===== config.mk =====
export PLATFORM = sky130hd
export DESIGN_NAME = wdog_twostage
export DESIGN_NICKNAME = d
export VERILOG_FILES = /design/src/rtl/wdog_pkg.sv /design/src/rtl/wdog_unlock.sv /design/src/rtl/wdog_tick.sv /design/src/rtl/wdog_core.sv /design/src/rtl/wdog_stretch.sv /design/src/rtl/wdog_twostage.sv
export SDC_FILE = /design/constraint.sdc
export NUM_CORES = 1
export LEC_CHECK = 0
export BUFFER_PORTS_ARGS = -buffer_cell sky130_fd_sc_hd__buf_2
export CAP_MARGIN = 20
export CORE_MARGIN = 4
export CORE_UTILIZATION = 45
export CTS_CLUSTER_DIAMETER = 80
export DETAILED_ROUTE_END_ITERATION = 6
export PLACE_DENSITY_LB_ADDON = 0.25
export SKIP_LAST_GASP = 1
export SLEW_MARGIN = 20
export SYNTH_ARGS = -nofsm -noshare
export SYNTH_HDL_FRONTEND = slang
export SYNTH_HIERARCHICAL = 1
export SYNTH_SLANG_ARGS = --single-unit

===== constraint.sdc =====
create_clock -name clk -period 6.19 [get_ports clk]
set_input_delay 1.238 -clock clk [delete_from_list [all_inputs] [get_ports clk]]
set_output_delay 1.238 -clock clk [all_outputs]
set_load 0.1 [all_outputs]

===== src/rtl/wdog_pkg.sv =====
package wdog_pkg;
  localparam logic [7:0] OFS_PRE1 = 8'h00;
  localparam logic [7:0] OFS_PRE2 = 8'h04;
  localparam logic [7:0] OFS_KEY  = 8'h0C;
  localparam logic [7:0] OFS_KICK = 8'h0D;
  localparam logic [7:0] OFS_CTRL = 8'h10;
  localparam logic [7:0] OFS_CNT  = 8'h14;
  localparam logic [7:0] OFS_LOCK = 8'h18;

  localparam logic [7:0] KEY_FIRST  = 8'h80;
  localparam logic [7:0] KEY_SECOND = 8'h86;

  localparam int CTL_PRESC = 2;
  localparam int CTL_WARM  = 3;
  localparam int CTL_RSTEN = 4;
  localparam int CTL_NOTOG = 5;
  localparam logic [7:0] CTL_MASK = 8'h3C;

  localparam int KICK_RELOAD = 0;
  localparam int KICK_CLEAR  = 1;

  localparam int LK_LOCK = 0;
  localparam int LK_EN   = 1;

  typedef enum logic [1:0] {UL_IDLE, UL_HALF, UL_OPEN} unlock_e;
  typedef enum logic {ST_ONE, ST_TWO} stage_e;
endpackage


===== src/rtl/wdog_unlock.sv =====
module wdog_unlock
  import wdog_pkg::*;
(
  input  logic       clk,
  input  logic       rst_n,
  input  logic       key_wr,
  input  logic [7:0] key_byte,
  input  logic       prot_wr,
  output logic       grant,
  output logic       is_open
);
  unlock_e st_q, st_d;

  always_comb begin
    st_d = st_q;
    if (key_wr) begin
      case (st_q)
        UL_HALF: begin
          if (key_byte == KEY_SECOND)     st_d = UL_OPEN;
          else if (key_byte == KEY_FIRST) st_d = UL_HALF;
          else                            st_d = UL_IDLE;
        end
        default: begin
          if (key_byte == KEY_FIRST) st_d = UL_HALF;
          else                       st_d = UL_IDLE;
        end
      endcase
    end else if (prot_wr) begin
      st_d = UL_IDLE;
    end
  end

  always_ff @(posedge clk or negedge rst_n) begin
    if (!rst_n) st_q <= UL_IDLE;
    else        st_q <= st_d;
  end

  assign is_open = (st_q == UL_OPEN);
  assign grant   = prot_wr & is_open;
endmodule


===== src/rtl/wdog_tick.sv =====
module wdog_tick #(
  parameter int PRESC_W = 10
) (
  input  logic clk,
  input  logic rst_n,
  input  logic run,
  input  logic slow,
  input  logic restart,
  output logic tick
);
  logic [PRESC_W-1:0] div_q;

  always_ff @(posedge clk or negedge rst_n) begin
    if (!rst_n)              div_q <= '0;
    else if (!run || restart) div_q <= '0;
    else                     div_q <= div_q + 1'b1;
  end

  assign tick = slow ? (div_q == {PRESC_W{1'b1}}) : 1'b1;
endmodule


===== src/rtl/wdog_core.sv =====
module wdog_core
  import wdog_pkg::*;
#(
  parameter int PRE_W = 20,
  parameter int LOW_W = 15
) (
  input  logic             clk,
  input  logic             rst_n,
  input  logic             run,
  input  logic             tick,
  input  logic             reload,
  input  logic [PRE_W-1:0] pre1,
  input  logic [PRE_W-1:0] pre2,
  output logic [31:0]      cnt_view,
  output logic             expire
);
  localparam int CNT_W = PRE_W + LOW_W;

  logic [CNT_W-1:0] cnt_q;
  stage_e           stg_q;
  logic             at_zero;
  logic             step;

  assign at_zero = (cnt_q == '0);
  assign step    = run & tick & ~reload;
  assign expire  = step & at_zero & (stg_q == ST_TWO);

  always_ff @(posedge clk or negedge rst_n) begin
    if (!rst_n) begin
      cnt_q <= '0;
      stg_q <= ST_ONE;
    end else if (!run || reload) begin
      stg_q <= ST_ONE;
      cnt_q <= {pre1, {LOW_W{1'b0}}};
    end else if (step) begin
      if (at_zero) begin
        if (stg_q == ST_ONE) begin
          stg_q <= ST_TWO;
          cnt_q <= {pre2, {LOW_W{1'b0}}};
        end else begin
          stg_q <= ST_ONE;
          cnt_q <= {pre1, {LOW_W{1'b0}}};
        end
      end else begin
        cnt_q <= cnt_q - 1'b1;
      end
    end
  end

  generate
    if (CNT_W > 32) begin : g_view_top
      assign cnt_view = cnt_q[CNT_W-1 -: 32];
    end else begin : g_view_ext
      assign cnt_view = 32'(cnt_q);
    end
  endgenerate
endmodule


===== src/rtl/wdog_stretch.sv =====
module wdog_stretch #(
  parameter int RST_LEN = 16
) (
  input  logic clk,
  input  logic rst_n,
  input  logic fire,
  input  logic warm_in,
  output logic req,
  output logic warm
);
  localparam int LEN_W = $clog2(RST_LEN + 1);

  logic [LEN_W-1:0] rem_q;
  logic             warm_q;

  always_ff @(posedge clk or negedge rst_n) begin
    if (!rst_n) begin
      rem_q  <= '0;
      warm_q <= 1'b0;
    end else if (fire) begin
      rem_q  <= LEN_W'(RST_LEN);
      warm_q <= warm_in;
    end else if (rem_q != '0) begin
      rem_q  <= rem_q - 1'b1;
    end
  end

  assign req  = (rem_q != '0);
  assign warm = warm_q;
endmodule


===== src/rtl/wdog_twostage.sv =====
module wdog_twostage
  import wdog_pkg::*;
#(
  parameter int PRE_W   = 20,
  parameter int LOW_W   = 15,
  parameter int PRESC_W = 10,
  parameter int RST_LEN = 16,
  parameter int ADDR_W  = 5
) (
  input  logic              clk,
  input  logic              rst_n,
  input  logic [ADDR_W-1:0] bus_addr,
  input  logic [7:0]        bus_wdata,
  input  logic              bus_wr,
  input  logic              bus_rd,
  output logic [7:0]        bus_rdata,
  output logic              rst_req,
  output logic              rst_warm,
  output logic              tout_flag,
  output logic              tout_pin
);
  localparam logic [31:0] PRE_MASK = (PRE_W >= 32) ? 32'hFFFF_FFFF
                                                   : ((32'd1 << PRE_W) - 32'd1);

  logic [7:0]  a8;
  logic [4:0]  boff;
  logic        is_pre1, is_pre2, is_kick, is_cnt;
  logic        key_wr, prot_wr, grant, ul_open;
  logic [31:0] pre1_q, pre2_q;
  logic [7:0]  ctrl_q;
  logic        lock_q, en_q;
  logic        kick_reload, kick_clear;
  logic        tick, expire, fire;
  logic [31:0] cnt_view;
  logic        tflag_q, tpin_q;
  logic [7:0]  rd_mux, rdata_q;

  assign a8      = 8'(bus_addr);
  assign boff    = {bus_addr[1:0], 3'b000};
  assign is_pre1 = (a8[7:2] == OFS_PRE1[7:2]);
  assign is_pre2 = (a8[7:2] == OFS_PRE2[7:2]);
  assign is_cnt  = (a8[7:2] == OFS_CNT[7:2]);
  assign is_kick = (a8 == OFS_KICK);
  assign key_wr  = bus_wr & (a8 == OFS_KEY);
  assign prot_wr = bus_wr & (is_pre1 | is_pre2 | is_kick);

  wdog_unlock u_unlock (
    .clk      (clk),
    .rst_n    (rst_n),
    .key_wr   (key_wr),
    .key_byte (bus_wdata),
    .prot_wr  (prot_wr),
    .grant    (grant),
    .is_open  (ul_open)
  );

  assign kick_reload = grant & is_kick & bus_wdata[KICK_RELOAD];
  assign kick_clear  = grant & is_kick & bus_wdata[KICK_CLEAR];

  always_ff @(posedge clk or negedge rst_n) begin
    if (!rst_n) begin
      pre1_q <= '0;
      pre2_q <= '0;
    end else if (grant) begin
      if (is_pre1) pre1_q[boff +: 8] <= bus_wdata & PRE_MASK[boff +: 8];
      if (is_pre2) pre2_q[boff +: 8] <= bus_wdata & PRE_MASK[boff +: 8];
    end
  end

  always_ff @(posedge clk or negedge rst_n) begin
    if (!rst_n) begin
      ctrl_q <= '0;
      lock_q <= 1'b0;
      en_q   <= 1'b0;
    end else if (bus_wr) begin
      if (a8 == OFS_CTRL) ctrl_q <= bus_wdata & CTL_MASK;
      if (a8 == OFS_LOCK) begin
        lock_q <= lock_q | bus_wdata[LK_LOCK];
        en_q   <= bus_wdata[LK_EN] | (lock_q & en_q);
      end
    end
  end

  wdog_tick #(.PRESC_W(PRESC_W)) u_tick (
    .clk     (clk),
    .rst_n   (rst_n),
    .run     (en_q),
    .slow    (ctrl_q[CTL_PRESC]),
    .restart (kick_reload),
    .tick    (tick)
  );

  wdog_core #(.PRE_W(PRE_W), .LOW_W(LOW_W)) u_core (
    .clk      (clk),
    .rst_n    (rst_n),
    .run      (en_q),
    .tick     (tick),
    .reload   (kick_reload),
    .pre1     (pre1_q[PRE_W-1:0]),
    .pre2     (pre2_q[PRE_W-1:0]),
    .cnt_view (cnt_view),
    .expire   (expire)
  );

  assign fire = expire & ctrl_q[CTL_RSTEN];

  wdog_stretch #(.RST_LEN(RST_LEN)) u_stretch (
    .clk     (clk),
    .rst_n   (rst_n),
    .fire    (fire),
    .warm_in (ctrl_q[CTL_WARM]),
    .req     (rst_req),
    .warm    (rst_warm)
  );

  always_ff @(posedge clk or negedge rst_n) begin
    if (!rst_n) begin
      tflag_q <= 1'b0;
      tpin_q  <= 1'b0;
    end else begin
      if (expire)          tflag_q <= 1'b1;
      else if (kick_clear) tflag_q <= 1'b0;
      if (expire && !ctrl_q[CTL_NOTOG]) tpin_q <= ~tpin_q;
    end
  end

  always_comb begin
    rd_mux = 8'h00;
    if (is_pre1)              rd_mux = pre1_q[boff +: 8];
    else if (is_pre2)         rd_mux = pre2_q[boff +: 8];
    else if (is_cnt)          rd_mux = cnt_view[boff +: 8];
    else if (is_kick)         rd_mux = {6'b0, tflag_q, 1'b0};
    else if (a8 == OFS_CTRL)  rd_mux = ctrl_q;
    else if (a8 == OFS_LOCK)  rd_mux = {6'b0, en_q, lock_q};
  end

  always_ff @(posedge clk or negedge rst_n) begin
    if (!rst_n)      rdata_q <= '0;
    else if (bus_rd) rdata_q <= rd_mux;
  end

  assign bus_rdata = rdata_q;
  assign tout_flag = tflag_q;
  assign tout_pin  = tpin_q;
endmodule


# Word-level counts from Yosys, hierarchy flattened
# Index checks and enable logic that the tools add are counted.
dict set report classes {
  addsub 4
  eq_ne 11
  shifts 6
  n_mux 27
  n_bitwise 19
  n_reduce_logical 17
}
# cell n
set ops {}
lappend ops {{$mux W35} 4}
lappend ops {{$shiftx A32 B6 Y8} 3}
lappend ops {{$bwmux W32} 2}
lappend ops {{$logic_not A35 Y1} 1}
lappend ops {{$sub A35 B1 Y35 const B} 1}
lappend ops {{$shift A8 B7 Y32 const A} 1}
lappend ops {{$shiftx A32 B6 Y8 const A} 1}
lappend ops {{$shiftx A8 B7 Y32} 1}
lappend ops {{$mux W8} 3}
lappend ops {{$eq A8 B8 Y1 const B} 2}
lappend ops {{$and A1 B1 Y1} 12}
lappend ops {{$mux W6} 2}
lappend ops {{$add A10 B1 Y10 const B} 1}
lappend ops {{$eq A10 B10 Y1 const B} 1}
lappend ops {{$eq A5 B4 Y1 const B} 2}
lappend ops {{$eq A5 B5 Y1 const B} 2}
lappend ops {{$mux W10} 1}
lappend ops {{$mux W2} 5}
lappend ops {{$mux W5} 2}
lappend ops {{$reduce_and A2 Y1} 5}
lappend ops {{$reduce_bool A2 Y1} 5}
lappend ops {{$and A8 B8 Y8} 1}
lappend ops {{$mux W1} 8}
lappend ops {{$neg A5 Y7} 1}
lappend ops {{other kinds (12)} 17}
dict set report totals {
  regBits 134
  output_inout_bits 12
}

# Longest topological paths before layout
dict set report logic_depth {
  depth_word 13
  ltp_mapped 16
  ltp_nobuf 13
}

# By module
# Netlist, hierarchy kept.
# mod n_inst cells_each area_each_um2 seq_area_each_um2
set modules_own_cells {}
lappend modules_own_cells {wdog_twostage 1 340 4075.2 2001.9}
lappend modules_own_cells {wdog_core 1 325 2999.1 900.9}
lappend modules_own_cells {wdog_tick 1 48 493.0 250.2}
lappend modules_own_cells {wdog_stretch 1 27 297.8 150.1}
lappend modules_own_cells {wdog_unlock 1 13 138.9 50.0}

# Worst setup path before layout
# OpenSTA, ideal clock, no wires.
dict set report synth_timing {
  path_type {input-to-reg}
  startpoint {input bus_addr[1]}
  endpoint {register u_stretch.warm_q, in the netlist u_stretch/warm}
  t_arrival_ns 3.923
  slack_ns 2.142
  path_stages 16
  cell_sequence {buf_2 > inv_1 > ha_1 > nand2_1 > nor3_1 > o21a_1 > and2_1 > and3_1 > nand2b_1 > clkbuf_1 > nor2_1 > nand2_2 > buf_6 > nor2_1 > and2_1 > mux2_2}
}
dict set report synth_via {
  elab_chain_cells 11
}
# element line_no
set synth_lines {}
lappend synth_lines {{start: declaration} wdog_twostage.sv:12} ;# input logic [ADDR_W-1:0] bus_addr,
lappend synth_lines {{$eq A5 B4 Y1} wdog_twostage.sv:43} ;# assign is_kick = (a8 == OFS_KICK);
lappend synth_lines {{$or A1 B1 Y1} wdog_twostage.sv:45} ;# assign prot_wr = bus_wr & (is_pre1 | is_pre2 | is_kick);
lappend synth_lines {{$and A1 B1 Y1} wdog_twostage.sv:45}
lappend synth_lines {{named net prot_wr} wdog_twostage.sv:28} ;# logic key_wr, prot_wr, grant, ul_open;
lappend synth_lines {{$and A1 B1 Y1} wdog_unlock.sv:39} ;# assign grant = prot_wr & is_open;
lappend synth_lines {{named net grant} wdog_twostage.sv:28}
lappend synth_lines {{$and A1 B1 Y1 (2 in a row)} wdog_twostage.sv:57} ;# assign kick_reload = grant & is_kick & bus_wdata[KICK_RELOAD];
lappend synth_lines {{named net kick_reload} wdog_twostage.sv:32} ;# logic kick_reload, kick_clear;
lappend synth_lines {{$not A1 Y1} wdog_core.sv:25} ;# assign step = run & tick & ~reload;
lappend synth_lines {{$and A1 B1 Y1} wdog_core.sv:25}
lappend synth_lines {{$and A1 B1 Y1 (2 in a row)} wdog_core.sv:26} ;# assign expire = step & at_zero & (stg_q == ST_TWO);
lappend synth_lines {{named net expire} wdog_twostage.sv:33} ;# logic tick, expire, fire;
lappend synth_lines {{$and A1 B1 Y1} wdog_twostage.sv:105} ;# assign fire = expire & ctrl_q[CTL_RSTEN];
lappend synth_lines {{named net fire} wdog_twostage.sv:33}
lappend synth_lines {{end signal: assignment} wdog_stretch.sv:22} ;# warm_q <= warm_in;
lappend synth_lines {{end: declaration} wdog_stretch.sv:14} ;# logic warm_q;
# The timed path passes the listed nets, and every way through them passes these cells.
# A chain may end at the register's enable or synchronous reset.

# Worst setup path after layout
# Ends and elaborated chain as after synthesis.

==> results.md <==
- The number of antenna diodes in the final layout is 0.
- The most used flip-flop cell after synthesis is sky130_fd_sc_hd__dfrtp_1.
- The top cell type by total area after synthesis is sky130_fd_sc_hd__dfrtp_1.
- The worst-case IR drop observed on VDD is 0.374 mV.
- In the post-synthesis netlist, the cell with the most instances is sky130_fd_sc_hd__dfrtp_1.
- The site row count is 48.
- The synthesized area is 8000 um2.
- The total global-route track usage is a little under a quarter.
- Static timing analysis puts the maximum clock frequency at 215 MHz.
- The type of the setup path with the least slack is in2reg.
- The via density per instance is 6.11.
- Of all nets on the critical path, the largest fanout is 27.
- The via total after detailed routing is 5950.
- The number of synthesis warnings is 6.
- Counting flops with a built-in enable in the synthesized netlist gives 0.
- The fraction of registers with async set/reset is 100%.
- The final-report max-slew violation count came to 0.
- For this design the top-level I/O count stands at 29.
- The leakage power of the design is 3.64 nW.
- The post-route clock period utilization is around 75%.
- By area the synthesized netlist is led by sky130_fd_sc_hd__dfrtp_1 42%, sky130_fd_sc_hd__mux2_2 6.3%, sky130_fd_sc_hd__mux4_2 5.6%.
- Data arrives at the worst endpoint at 4.96 ns.
- The clock sink count is 134.
- The final layout net count is ~760.
- Setup repair after global routing left no endpoint under its margin.
- In the routed design, unresolved DRC markers number 0.
- The worst hold path belongs to the class reg2reg.
- The flow ran to the end, and the final reports show no timing, DRC or antenna violations.
- The synthesized design contains 134 register bits.
- The die extent in y is 141 um.
- The detailed-routing iteration count for the pre-antenna-repair pass is 7.
- The final critical delay including setup and external delays is around 4.6 ns.
- The initial antenna violation count is 0.
- The setup clock skew after layout is 0.0198 ns.
- The number of gates resized after cts is 0.
- The total core area is roughly 17000 um2.
- The congestion estimate from routability-driven global placement came to 0.986.
- The number of global-route vias before repair was 5943.
- In this run the power density over the cells is 364 nW/um2.
- The total clock buffers created by CTS is 17.
- The number of nets handed over by synthesis was 778.
- The combinational cell fraction of total power is 32.9%.
- In this run the number of H-tree levels came out at 4.
- After detailed routing, the total wire length is 21900 um.
- Across the run, the number of max-cap violations was 0.
- The placed wire-length estimate after detailed placement is between 15000 and 20000 um.
- The data required time at the worst endpoint is 6.50 ns.
- The count of endpoints failing setup in the final report is 0.
- The accumulated negative setup slack is 0 ns.
- For the pin with the worst max-slew slack, the measured transition is 0.981 ns.
- The internal cell power is 1.88 mW.
- The synthesized instance count is 753.
- The largest net degree at the start of global routing is 89.
- The finished layout holds 974 standard cells, fillers aside.
- The violation count after the first detailed-route iteration is 608.
- Once placement completed, the tool counted placed cells totaling approximately 940.
- The overall die area is 20000 um2.
- The share of total power in the clock network is a little under a third.
- The cell area after layout is 8520 um2.
- The mean area per synthesized cell is 10.6 um2.
- Measured against its own limit, the worst slew margin works out to about 34%.
- The post-route netlist has 23.9% of its cells at a drive strength greater than 1.
- The initial utilization of the core area, before any placement, comes to 46.1%.
- The kind of end point of the critical path is a flop.
- The number of unique standard cell types used by synthesis is 80.
- The total of buffers placed on input and output ports is 28.
- The wire length of the first global-routing pass is 34600 um.
- The routed wire length per instance is 22.5 um.
- The synthesized design devotes to its leading area cell type 41.9% of total area.
- The number of antenna-violating nets in the routed design is 0.
- The final global-route overflow total is 0.
- The CTS tree is yes.
- Counting instances in the post-synthesis netlist gives the leading cell types as 134 x sky130_fd_sc_hd__dfrtp_1, 71 x sky130_fd_sc_hd__nand2_1, 54 x sky130_fd_sc_hd__o21ai_0.
- In this run the post-CTS setup repair buffer count came out at 0.
- In this run switching power makes up 39.4% of total power.
- The proportion of synthesized chip area in sequential cells is 41.9%.
- The power dissipated by switching net loads is around 1.2 mW.
- The final hold violation count was 0.
- The number of hold buffers added after CTS was 0.
- The critical path launch point type is an input pin.
- In this run the cell area measured after placement is 7980 um2.
- The number of buffers between clock root and the deepest sink is 2.
- The clock slew at the register clock pins of the worst setup and hold paths is 0.06 ns.
- The power share of the sequential group is between 30% and 40%.
- The relative area change from synthesis to final layout is 6.41%.
- The clock tree root buffer cell is sky130_fd_sc_hd__clkbuf_16.
- At the later pin of the worst-skew pair, clock insertion delay measures 0.43 ns.
- The die boundary width is 141 um.
-- flip-flops by register name, indices dropped and copies added, names as in the netlist --
name and flops:
u_tick/div_q 10, u_unlock/st_q 2, tout_flag 1, u_core/cnt_q 35
en_q 1, pre1_q 32, lock_q 1, bus_rdata 8
u_core/stg_q 1, u_stretch/warm 1, ctrl_q 4, tout_pin 1
pre2_q 32, u_stretch/rem_q 5
-- metal layers --
layer	part of all wire, %	GRT usage, %	vias to the layer above
met5	0	0	-
met4	2.6	8.06	0
met3	6.1	4.52	32
met2	47	34.7	220
met1	45	31.7	3003
li1	-	-	2695
-- worst paths after layout --
path	slack, ns	cells past startpoint	start	end
max in group asynchronous	4.27	2	rst_n	pre2_q[30]
worst min register to register	0.48	1	tout_pin	tout_pin
min in group asynchronous	0.86	1	rst_n	u_core/cnt_q[13]
worst min-delay path	0.48	1	tout_pin	tout_pin
worst max-delay path	1.54	16	bus_addr[1]	u_stretch/warm
worst max register to register	2.46	7	u_core/cnt_q[5]	u_stretch/warm
-- area by class of cell --
cell class              count  area [um2]
clock buffers              19         443
clock inverters            13        96.3
fillers                  1601        8840
inverters                  18        67.6
multi-input cells         531        4080
flip-flops and latches    134        3350
well taps                 225         282
repair buffers             34         191
-- power by group through the flow --
stage / clock network, mW / logic (mW) / registers, mW
3_5_place_dp: 0 / 0.998 / 1.15
6_report: 0.937 / 1.02 / 1.14
2_1_floorplan: 0 / 0.886 / 1.13
4_1_cts: 0.950 / 1.00 / 1.14
3_3_place_gp: 0 / 0.987 / 1.15
5_1_grt: 0.991 / 1.11 / 1.16
-- cell families after synthesis --
family / after synthesis / synth area share (%)
and+or+nand+nor: 255 / 18.3
AOI/OAI and AO/OA: 154 / 13.2
DFF: 134 / 41.9
buffers and inverters: 88 / 7.08
muxes: 86 / 15.3
xor gates and xnor gates: 28 / 3.06
adders and majority gates: 8 / 1.25
-- critical path, stage by stage --
cell                       delay, ns
sky130_fd_sc_hd__buf_2          0.08
sky130_fd_sc_hd__buf_4          0.34
sky130_fd_sc_hd__inv_1          0.22
sky130_fd_sc_hd__ha_1           0.27
sky130_fd_sc_hd__nand2_1        0.07
sky130_fd_sc_hd__nor3_1         0.07
sky130_fd_sc_hd__o21a_1         0.23
sky130_fd_sc_hd__and2_1         0.22
sky130_fd_sc_hd__and3_1         0.22
sky130_fd_sc_hd__nand2b_1       0.15
sky130_fd_sc_hd__buf_4          0.22
sky130_fd_sc_hd__nor2_1         0.38
sky130_fd_sc_hd__nand2_2        0.32
sky130_fd_sc_hd__nor2_1         0.26
sky130_fd_sc_hd__and2_1         0.29
sky130_fd_sc_hd__mux2_2         0.36
-- cells in the final DEF (no fill, tap or decap), types with 4 or more instances in the layout --
cell	count
sky130_fd_sc_hd__a21o_1	13
sky130_fd_sc_hd__a21oi_1	23
sky130_fd_sc_hd__a31oi_1	7
sky130_fd_sc_hd__and2_1	12
sky130_fd_sc_hd__buf_2	27
sky130_fd_sc_hd__buf_4	6
sky130_fd_sc_hd__clkbuf_16	17
sky130_fd_sc_hd__clkinv_2	4
sky130_fd_sc_hd__clkinvlp_4	4
sky130_fd_sc_hd__dfrtp_1	134
sky130_fd_sc_hd__ha_1	8
sky130_fd_sc_hd__inv_1	17
sky130_fd_sc_hd__inv_6	4
sky130_fd_sc_hd__mux2_2	45
sky130_fd_sc_hd__mux2i_1	17
sky130_fd_sc_hd__mux4_2	20
sky130_fd_sc_hd__nand2_1	71
sky130_fd_sc_hd__nand2b_1	7
sky130_fd_sc_hd__nand3_1	13
sky130_fd_sc_hd__nand4_1	9
sky130_fd_sc_hd__nor2_1	53
sky130_fd_sc_hd__nor2b_1	9
sky130_fd_sc_hd__nor3_1	15
sky130_fd_sc_hd__nor4_1	8
sky130_fd_sc_hd__nor4_2	4
sky130_fd_sc_hd__o21ai_0	54
sky130_fd_sc_hd__o21ai_1	4
sky130_fd_sc_hd__o221ai_2	9
sky130_fd_sc_hd__o22ai_1	8
sky130_fd_sc_hd__o31ai_1	7
sky130_fd_sc_hd__o41ai_1	5
sky130_fd_sc_hd__or3_1	9
sky130_fd_sc_hd__or4_1	5
sky130_fd_sc_hd__xnor2_1	21
sky130_fd_sc_hd__xor2_1	7
-- through the flow --
stage / setup slack [ns] / power [mW] / util [%] / hold slack (ns)
floorplan: 2.14 / 2.01 / - / 0.441
global placement: 1.31 / 2.14 / 46.0 / 0.468
detailed placement: 1.13 / 2.15 / 46.0 / 0.468
CTS: 1.60 / 3.09 / 49.1 / 0.482
global route: 1.32 / 3.26 / 49.1 / 0.504
finish: 1.54 / 3.10 / 49.1 / 0.484
No activity file was read; power rests on OpenSTA's default activity.
